--- config.mk ---
export PLATFORM = sky130hd
export DESIGN_NAME = pio_ctrl_top
export DESIGN_NICKNAME = d
export VERILOG_FILES = /design/src/rtl/pio_pkg.sv /design/src/rtl/pio_regs.sv /design/src/rtl/pio_pin.sv /design/src/rtl/pio_rdmux.sv /design/src/rtl/pio_ctrl_top.sv
export SDC_FILE = /design/constraint.sdc
export NUM_CORES = 1
export LEC_CHECK = 0
export ABC_AREA = 1
export BUFFER_PORTS_ARGS = -buffer_cell sky130_fd_sc_hd__buf_2
export CAP_MARGIN = 20
export CORE_MARGIN = 2
export CORE_UTILIZATION = 49
export CTS_CLUSTER_DIAMETER = 100
export DETAILED_ROUTE_END_ITERATION = 6
export GPL_ROUTABILITY_DRIVEN = 0
export GPL_TIMING_DRIVEN = 0
export MAX_ROUTING_LAYER = met4
export PLACE_DENSITY_LB_ADDON = 0.3
export SLEW_MARGIN = 5
export SYNTH_ARGS = -nofsm -noshare
export SYNTH_HDL_FRONTEND = slang
export SYNTH_SLANG_ARGS = --single-unit
--- constraint.sdc ---
create_clock -name clk -period 2.4 [get_ports clk]
set_clock_uncertainty 0.05 [all_clocks]
set_input_delay 0.24 -clock clk [delete_from_list [all_inputs] [get_ports clk]]
set_output_delay 0.24 -clock clk [all_outputs]
set_load 0.01 [all_outputs]
--- src/rtl/pio_pkg.sv ---
package pio_pkg;
  localparam int NPIO = 4;
  localparam int BYTE_W = 8;

  localparam logic [BYTE_W-1:0] ADR_RESV0    = 8'h78;
  localparam logic [BYTE_W-1:0] ADR_RESV1    = 8'h79;
  localparam logic [BYTE_W-1:0] ADR_CFG_DIR  = 8'h7A;
  localparam logic [BYTE_W-1:0] ADR_CFG_DRV  = 8'h7B;
  localparam logic [BYTE_W-1:0] ADR_ACC_BASE = 8'h7C;

  typedef struct packed {
    logic [3:0]      ctrl;
    logic [NPIO-1:0] dir;
    logic [NPIO-1:0] otype;
    logic [NPIO-1:0] inv;
    logic [NPIO-1:0] latch;
  } pio_cfg_t;
endpackage

--- src/rtl/pio_regs.sv ---
module pio_regs
  import pio_pkg::*;
(
  input  logic              clk,
  input  logic              rst_n,
  input  logic [BYTE_W-1:0] dflt_a,
  input  logic [BYTE_W-1:0] dflt_b,
  input  logic              wr,
  input  logic [BYTE_W-1:0] addr,
  input  logic [BYTE_W-1:0] wdata,
  output pio_cfg_t          cfg,
  output logic              init_done
);
  pio_cfg_t cfg_q, cfg_d;
  logic     init_q, init_d;
  logic     upd_en;

  assign upd_en = !init_q || wr;

  always_comb begin
    cfg_d  = cfg_q;
    init_d = init_q;
    if (!init_q) begin
      cfg_d.dir   = dflt_a[NPIO-1:0];
      cfg_d.latch = dflt_a[BYTE_W-1:NPIO];
      cfg_d.otype = dflt_b[NPIO-1:0];
      cfg_d.inv   = dflt_b[BYTE_W-1:NPIO];
      cfg_d.ctrl  = '0;
      init_d      = 1'b1;
    end else if (wr) begin
      if (addr == ADR_CFG_DIR) begin
        cfg_d.dir  = wdata[NPIO-1:0];
        cfg_d.ctrl = wdata[BYTE_W-1:NPIO];
      end else if (addr == ADR_CFG_DRV) begin
        cfg_d.otype = wdata[NPIO-1:0];
        cfg_d.inv   = wdata[BYTE_W-1:NPIO];
      end else begin
        for (int i = 0; i < NPIO; i++) begin
          if (addr == ADR_ACC_BASE + 8'(i) && cfg_q.dir[i]) cfg_d.latch[i] = wdata[0];
        end
      end
    end
  end

  always_ff @(posedge clk or negedge rst_n) begin
    if (!rst_n) begin
      cfg_q  <= '0;
      init_q <= 1'b0;
    end else if (upd_en) begin
      cfg_q  <= cfg_d;
      init_q <= init_d;
    end
  end

  assign cfg       = cfg_q;
  assign init_done = init_q;

  assert_load_dir_R2: assert property (@(posedge clk) disable iff (!rst_n)
    $rose(init_q) |-> (cfg_q.dir == $past(dflt_a[NPIO-1:0]) && cfg_q.ctrl == 4'h0));

  assert_resv_write_R10: assert property (@(posedge clk) disable iff (!rst_n)
    (init_q && wr && (addr == ADR_RESV0 || addr == ADR_RESV1)) |=> $stable(cfg_q));

  for (genvar g = 0; g < NPIO; g++) begin : g_latch_chk
    assert_input_latch_R9: assert property (@(posedge clk) disable iff (!rst_n)
      (init_q && wr && addr == ADR_ACC_BASE + 8'(g) && !cfg_q.dir[g]) |=> $stable(cfg_q.latch[g]));
  end
endmodule

--- src/rtl/pio_pin.sv ---
module pio_pin #(
  parameter int SYNC_STAGES = 2
) (
  input  logic clk,
  input  logic rst_n,
  input  logic init_done,
  input  logic dir,
  input  logic otype,
  input  logic latch,
  input  logic pad_in,
  output logic pad_oe,
  output logic pad_out,
  output logic level
);
  logic [SYNC_STAGES-1:0] sync_q, sync_d;

  always_comb begin
    sync_d = {sync_q[SYNC_STAGES-2:0], pad_in};
  end

  always_ff @(posedge clk or negedge rst_n) begin
    if (!rst_n) sync_q <= '0;
    else        sync_q <= sync_d;
  end

  assign level = sync_q[SYNC_STAGES-1];

  always_comb begin
    pad_oe  = 1'b0;
    pad_out = 1'b0;
    if (init_done && dir) begin
      if (otype) begin
        pad_oe = !latch;
      end else begin
        pad_oe  = 1'b1;
        pad_out = latch;
      end
    end
  end

  assert_quiet_before_init_R1: assert property (@(posedge clk)
    !init_done |-> !pad_oe);

  assert_od_no_high_R6: assert property (@(posedge clk) disable iff (!rst_n)
    (otype && pad_oe) |-> !pad_out);

  assert_input_undriven_R7: assert property (@(posedge clk) disable iff (!rst_n)
    !dir |-> !pad_oe);
endmodule

--- src/rtl/pio_rdmux.sv ---
module pio_rdmux
  import pio_pkg::*;
(
  input  logic [BYTE_W-1:0] addr,
  input  pio_cfg_t          cfg,
  input  logic [NPIO-1:0]   level,
  output logic [BYTE_W-1:0] rdata
);
  always_comb begin
    rdata = '0;
    if (addr == ADR_RESV0 || addr == ADR_RESV1) begin
      rdata = '1;
    end else if (addr == ADR_CFG_DIR) begin
      rdata = {cfg.ctrl, cfg.dir};
    end else if (addr == ADR_CFG_DRV) begin
      rdata = {cfg.inv, cfg.otype};
    end else begin
      for (int i = 0; i < NPIO; i++) begin
        if (addr == ADR_ACC_BASE + 8'(i)) rdata = {7'b0, level[i] ^ cfg.inv[i]};
      end
    end
  end
endmodule

--- src/rtl/pio_ctrl_top.sv ---
module pio_ctrl_top
  import pio_pkg::*;
#(
  parameter int SYNC_STAGES = 2,
  parameter int RST_STAGES  = 2
) (
  input  logic                    clk,
  input  logic                    rst_n,
  input  logic [7:0]              dflt_a,
  input  logic [7:0]              dflt_b,
  input  logic [7:0]              bus_addr,
  input  logic                    bus_wr,
  input  logic [7:0]              bus_wdata,
  output logic [7:0]              bus_rdata,
  input  logic [3:0]              pad_in,
  output logic [3:0]              pad_out,
  output logic [3:0]              pad_oe
);
  logic [RST_STAGES-1:0] rst_pipe_q;
  logic                  rst_s_n;
  pio_cfg_t              cfg;
  logic                  init_done;
  logic [NPIO-1:0]       level;

  always_ff @(posedge clk or negedge rst_n) begin
    if (!rst_n) rst_pipe_q <= '0;
    else        rst_pipe_q <= {rst_pipe_q[RST_STAGES-2:0], 1'b1};
  end
  assign rst_s_n = rst_pipe_q[RST_STAGES-1];

  pio_regs u_regs (
    .clk       (clk),
    .rst_n     (rst_s_n),
    .dflt_a    (dflt_a),
    .dflt_b    (dflt_b),
    .wr        (bus_wr),
    .addr      (bus_addr),
    .wdata     (bus_wdata),
    .cfg       (cfg),
    .init_done (init_done)
  );

  for (genvar g = 0; g < NPIO; g++) begin : g_pin
    pio_pin #(.SYNC_STAGES(SYNC_STAGES)) u_pin (
      .clk       (clk),
      .rst_n     (rst_s_n),
      .init_done (init_done),
      .dir       (cfg.dir[g]),
      .otype     (cfg.otype[g]),
      .latch     (cfg.latch[g]),
      .pad_in    (pad_in[g]),
      .pad_oe    (pad_oe[g]),
      .pad_out   (pad_out[g]),
      .level     (level[g])
    );
  end

  pio_rdmux u_rdmux (
    .addr  (bus_addr),
    .cfg   (cfg),
    .level (level),
    .rdata (bus_rdata)
  );

  assert_resv_read_R10: assert property (@(posedge clk) disable iff (!rst_s_n)
    (bus_addr == ADR_RESV0 || bus_addr == ADR_RESV1) |-> bus_rdata == 8'hFF);

  assert_acc_upper_zero_R8: assert property (@(posedge clk) disable iff (!rst_s_n)
    (bus_addr >= ADR_ACC_BASE && bus_addr < ADR_ACC_BASE + 8'(NPIO)) |-> bus_rdata[7:1] == 7'h0);

  assert_out_of_window_R11: assert property (@(posedge clk) disable iff (!rst_s_n)
    (bus_addr < ADR_RESV0 || bus_addr >= ADR_ACC_BASE + 8'(NPIO)) |-> bus_rdata == 8'h00);
endmodule

After elaboration in Yosys (flattened, before gate mapping)
Index checks and enable logic that the tools add are counted.
{"block": "word_totals", "regBits": 31, "input_bits": 39, "out_inout_bits": 16, "word_cells": 89}
{"block": "op_classes", "n_eq_ne": 17, "muxes": 33, "n_bitwise": 4, "n_reduce_logical": 21}
{"operator": "== test 8 x 7 -> 1 bit (second input constant)", "count": 8}
{"operator": "two-way mux 20 bit", "count": 2}
{"operator": "two-way mux 8 bit", "count": 5}
{"operator": "two-way mux 1 bit", "count": 24}
{"operator": "AND reduction 5 bit", "count": 4}
{"operator": "!= test 2 bit (second input constant)", "count": 9}
{"operator": "two-way mux 12 bit", "count": 1}
{"operator": "logical AND 1 bit", "count": 8}
{"operator": "zero test 1 bit", "count": 5}
{"operator": "two-way mux 4 bit", "count": 1}
{"operator": "AND reduction 4 bit", "count": 1}
{"operator": "bitwise XOR 1 bit", "count": 4}
{"operator": "AND reduction 3 bit", "count": 1}
{"operator": "logical OR 1 bit", "count": 2}

Logic depth before layout (Yosys ltp)
{"block": "logic_depth", "depth_word": 8, "depth_mapped": 9, "depth_no_buf": 9}

Modules after synthesis
Synthesis repeated with hierarchy kept, for this count alone.
{"block": "hier_totals", "hier_cells": 262, "hier_area_um2": 1926.8}
{"module": "pio_regs", "n_inst": 1, "cells_per_inst": 157, "area_each_um2": 1219.9, "seq_area_each_um2": 525.5}
{"module": "pio_rdmux", "n_inst": 1, "cells_per_inst": 66, "area_each_um2": 347.8, "seq_area_each_um2": 0.0}
{"module": "pio_pin", "n_inst": 4, "cells_per_inst": 9, "area_each_um2": 76.3, "seq_area_each_um2": 50.0}
{"module": "pio_ctrl_top", "n_inst": 1, "cells_per_inst": 3, "area_each_um2": 53.8, "seq_area_each_um2": 50.0}

Least setup slack after synthesis
OpenSTA, ideal clock, no wires.
{"block": "synth_timing", "path_kind": "flip-flop to output port", "startpoint": "register u_regs.init_q (netlist: u_regs.init_done)", "endpoint": "output port pad_oe[1]", "arrival_time_ns": 1.059, "t_required_ns": 2.110, "setup_slack_ns": 1.051, "stages_incl_launch_ff": 5, "path_buffers": 2, "path_cell_list": "dfrtp_1 > inv_1 > buf_2 > a211oi_1 > buf_4"}
{"block": "synth_via", "elab_chain_cells": 2}
{"element": "start, declared", "line": "pio_regs.sv:15", "text": "logic init_q, init_d;"}
{"element": "start signal, assigned", "line": "pio_regs.sv:51", "text": "init_q <= init_d;"}
{"element": "logical AND 1 bit", "line": "pio_pin.sv:31", "text": "if (init_done && dir) begin"}
{"element": "two-way mux 1 bit", "line": "pio_pin.sv:31"}
{"element": "end, declared", "line": "pio_ctrl_top.sv:17", "text": "output logic [3:0] pad_oe"}
Every way passes these cells.

Final worst setup path
{"block": "layout_timing", "startpoint": "register u_regs.init_q (netlist: u_regs.init_done)", "endpoint": "output port pad_oe[3]"}
The elaborated chain is that of the path after synthesis.

==> flow_summary_export.csv <==
group,metric,value,unit
floorplan,fp.dieW,64.34,µm
timing,setup_viol,0,
placement,port_buffers,54,
final_layout,final_nets,337,
synth,synth.yosys.seq_area_share,43.48,%
floorplan,initial_core_util,52.23,%
power_and_ir_drop,p_leak,1.278,nW
critical_path,cp-start-kind,"flop",
clock_tree,cts_buffer_depth,2,
critical_path,required,2110,ps
floorplan,io_pins,55,
synth,ys_top_cells_by_area,"dfrtp_1 (43%), nand2_1 (15%), nand3_1 (7.0%)",
clock_tree,cts_resized,0,
synth,synthArstFlopShare,100.0,%
timing,period_share,84.98,%
timing,setup_tns,0,ps
routing,wl_per_cell,12.40,µm
clock_tree,clk_latency,340,ps
worst_hold_path,hold_path_class,"in2reg",
routing,drc,0,
flow_run,timing.max_cap.violations,0,
critical_path,path_max_fanout,10,
power_and_ir_drop,power_density,583.0,nW/µm²
critical_path,worstPathArrival,1750,ps
synth,synth.distinct_cells,28,
synth,ys.flop_type,"dfrtp_1",
routing,viasPerCell,5.000,
global_route,grt_remaining_overflow,0,
final_layout,diodes,0,
routing,ant_nets,0,
power_and_ir_drop,peakVddDrop,389.3,µV
clock_tree,clockRootBuffer,"clkbuf_4",
timing,rsz0062_at_grt,"no",
routing,wirelength,4279,µm
synth,yosys.area.top_type,"dfrtp_1",
routing,first_iter_violations,125,
timing,fin_crit,2039,ps
global_route,grt_max_degree,22,
routing,drtPass1Iterations,4,
global_route,antenna_found_initial,0,
clock_tree,cts-htree-levels,2,
critical_path,crit_path_end_kind,"output pin",
timing,whs,106.9,ps
clock_tree,cts_tree,"done",
synth,syn_area,1784,µm²
critical_path,cpLargestDelayFamily,"buffers and inverters",
global_route,grt_use_total,22.78,%
synth,yosysMostFrequentCell,"nand2_1",
critical_path,path_buf_inv,4,
clock_tree,cts_sinks,31,
timing,finalHoldViolCount,0,
clock_tree,cts_buffers,5,
floorplan,core,3416,µm²
clock_tree,clk_pin_slew_worst_paths,100,ps
critical_path,path_common_cell,"buf_2",
final_layout,stdcell_count,345,
synth,synth_cells,230,
synth,ys_top_cells_by_count,"nand2_1 (73), dfrtp_1 (31), nand3_1 (25)",
synth,syn_area_per_cell,7.757,µm²
timing,drv_slew,0,
synth,synth-edff-count,0,
critical_path,cpMaxStageDelayCell,"dfrtp_1",
timing,fmax,490.3,MHz
placement,placed_cells,332,
timing,layout_setup_ws,360.5,ps
critical_path,slowest_delay,470,ps
floorplan,rows,21,
synth,synth_top_area_share,43.48,%
floorplan,die_h,64.34,µm
critical_path,setup.worst_path.class,"reg2out",
floorplan,design.die.area,4140,µm²
global_route,grt_pass1_vias,1534,
final_layout,syn_to_final_growth,28.61,%
outcome,status,"finished, final reports clean",
global_route,grt_pass1_wl,6920,µm
synth,ys_ff_latch,31,
routing,vias,1725,
synth,yosysWarnings,0,
final_layout,drive_gt1_share,30.77,%
placement,hpwlAfterDp,3155,µm
critical_path,path_cells,"inv_1 -> buf_2 -> a211oi_1 -> buf_4 -> buf_2",
placement,pre_cts_slack,687.6,ps
-- cells by family (layout without fill, tap and decap cells) --
| kind of cell | after synthesis | after routing | share of synthesized area (%) |
|---|---|---|---|
| other | 1 | 2 | 0.2102 |
| xor gates and xnor gates | 1 | 1 | 0.4910 |
| muxes | 2 | 2 | 1.122 |
| DFF | 31 | 31 | 43.48 |
| and+or+nand+nor | 119 | 119 | 29.45 |
| AOI/OAI and AO/OA | 38 | 38 | 14.45 |
| buffers and inverters | 38 | 106 | 10.80 |
-- worst min-delay path, stage by stage --
cell	delay [ps]
buf_2	100
nand2_1	50
o21ai_1	60
-- per-stage QoR --
stage	util (%)	power (mW)	cell area [µm²]
after floorplan	-	0.7452	1788
after global placement	61.94	0.8176	2116
after detailed placement	62.75	0.8303	2143
after CTS	67.18	1.341	2295
after global routing	67.18	1.404	2295
final	67.18	1.338	2295
-- cell type report --
| type | count | area [µm²] |
|---|---|---|
| plain buffers | 14 | 102.6 |
| clock buffers | 6 | 41.29 |
| clock inverters | 2 | 60.06 |
| fillers | 312 | 1121 |
| inverters | 24 | 90.09 |
| multi-input cells | 162 | 819.5 |
| flip-flops and latches | 31 | 775.7 |
| well taps | 46 | 57.56 |
| repair buffers | 60 | 347.8 |
-- layer usage --
| metal | share of wire, % | track usage [%] | routed length, µm | vias to the layer above |
|---|---|---|---|---|
| li1 | - | - | - | 879 |
| met3 | 7.4 | 7.923 | 317 | 5 |
| met5 | 0 | - | 0 | - |
| met4 | 0.96 | 7.447 | 41 | 0 |
| met1 | 44 | 28.68 | 1897 | 780 |
| met2 | 47 | 34.51 | 2022 | 61 |
-- sequential cells by signal (all words and copies together), names as in the netlist --
name                flops
u_regs.cfg             20
g_pin.u_pin.sync_q      8
rst_pipe_q              2
u_regs.init_done        1
-- cells in the final DEF, fill, tap and decap left out --
cell type      instances
bufinv_16              2
a21boi_0               3
nand2_4                1
xnor2_1                1
o211ai_1               6
nand4_1                2
buf_16                 1
clkbuf_1               1
dlygate4sd3_1          5
o21ai_2                7
nand2_1               73
a21oi_1                9
conb_1                 2
inv_2                  1
o21ai_0                4
nor2_4                 1
clkbuf_4               5
nand2_2                3
o22ai_1                2
nand3_1               25
nor3_1                 1
o21ai_4                1
buf_2                 58
buf_4                  8
mux2i_1                2
a211oi_1               2
buf_6                  2
nor2_2                 1
inv_1                 23
nor2_1                11
o21ai_1                4
dfrtp_1               31
nor2_8                 1
-- power breakdown --
group / total [mW] / switching [mW] / internal (mW)
registers: 0.608 / 0.0402 / 0.568
clock network: 0.510 / 0.185 / 0.325
logic: 0.219 / 0.120 / 0.0985
total: 1.34 / 0.346 / 0.992
-- worst paths after layout --
| check | startpoint | endpoint | slack, ps | cells past startpoint |
|---|---|---|---|---|
| max reg2reg | u_regs.init_done | u_regs.cfg[0] | 970 | 5 |
| max | u_regs.init_done | pad_oe[3] | 360 | 5 |
| max in group asynchronous | rst_pipe_q[1] | u_regs.cfg[17] | 1680 | 1 |
| min | bus_wdata[5] | u_regs.cfg[17] | 110 | 3 |
| min in group asynchronous | rst_n | rst_pipe_q[0] | 140 | 2 |
| min reg2reg | rst_pipe_q[1] | u_regs.cfg[9] | 150 | 0 |
-- repair_timing --
item | in CTS | in global routing
buffers inserted | 0 | 0
hold buffers | 5 | 0
endpoints found under the hold margin | 6 | 0
Power figures use the tool's default switching activity.
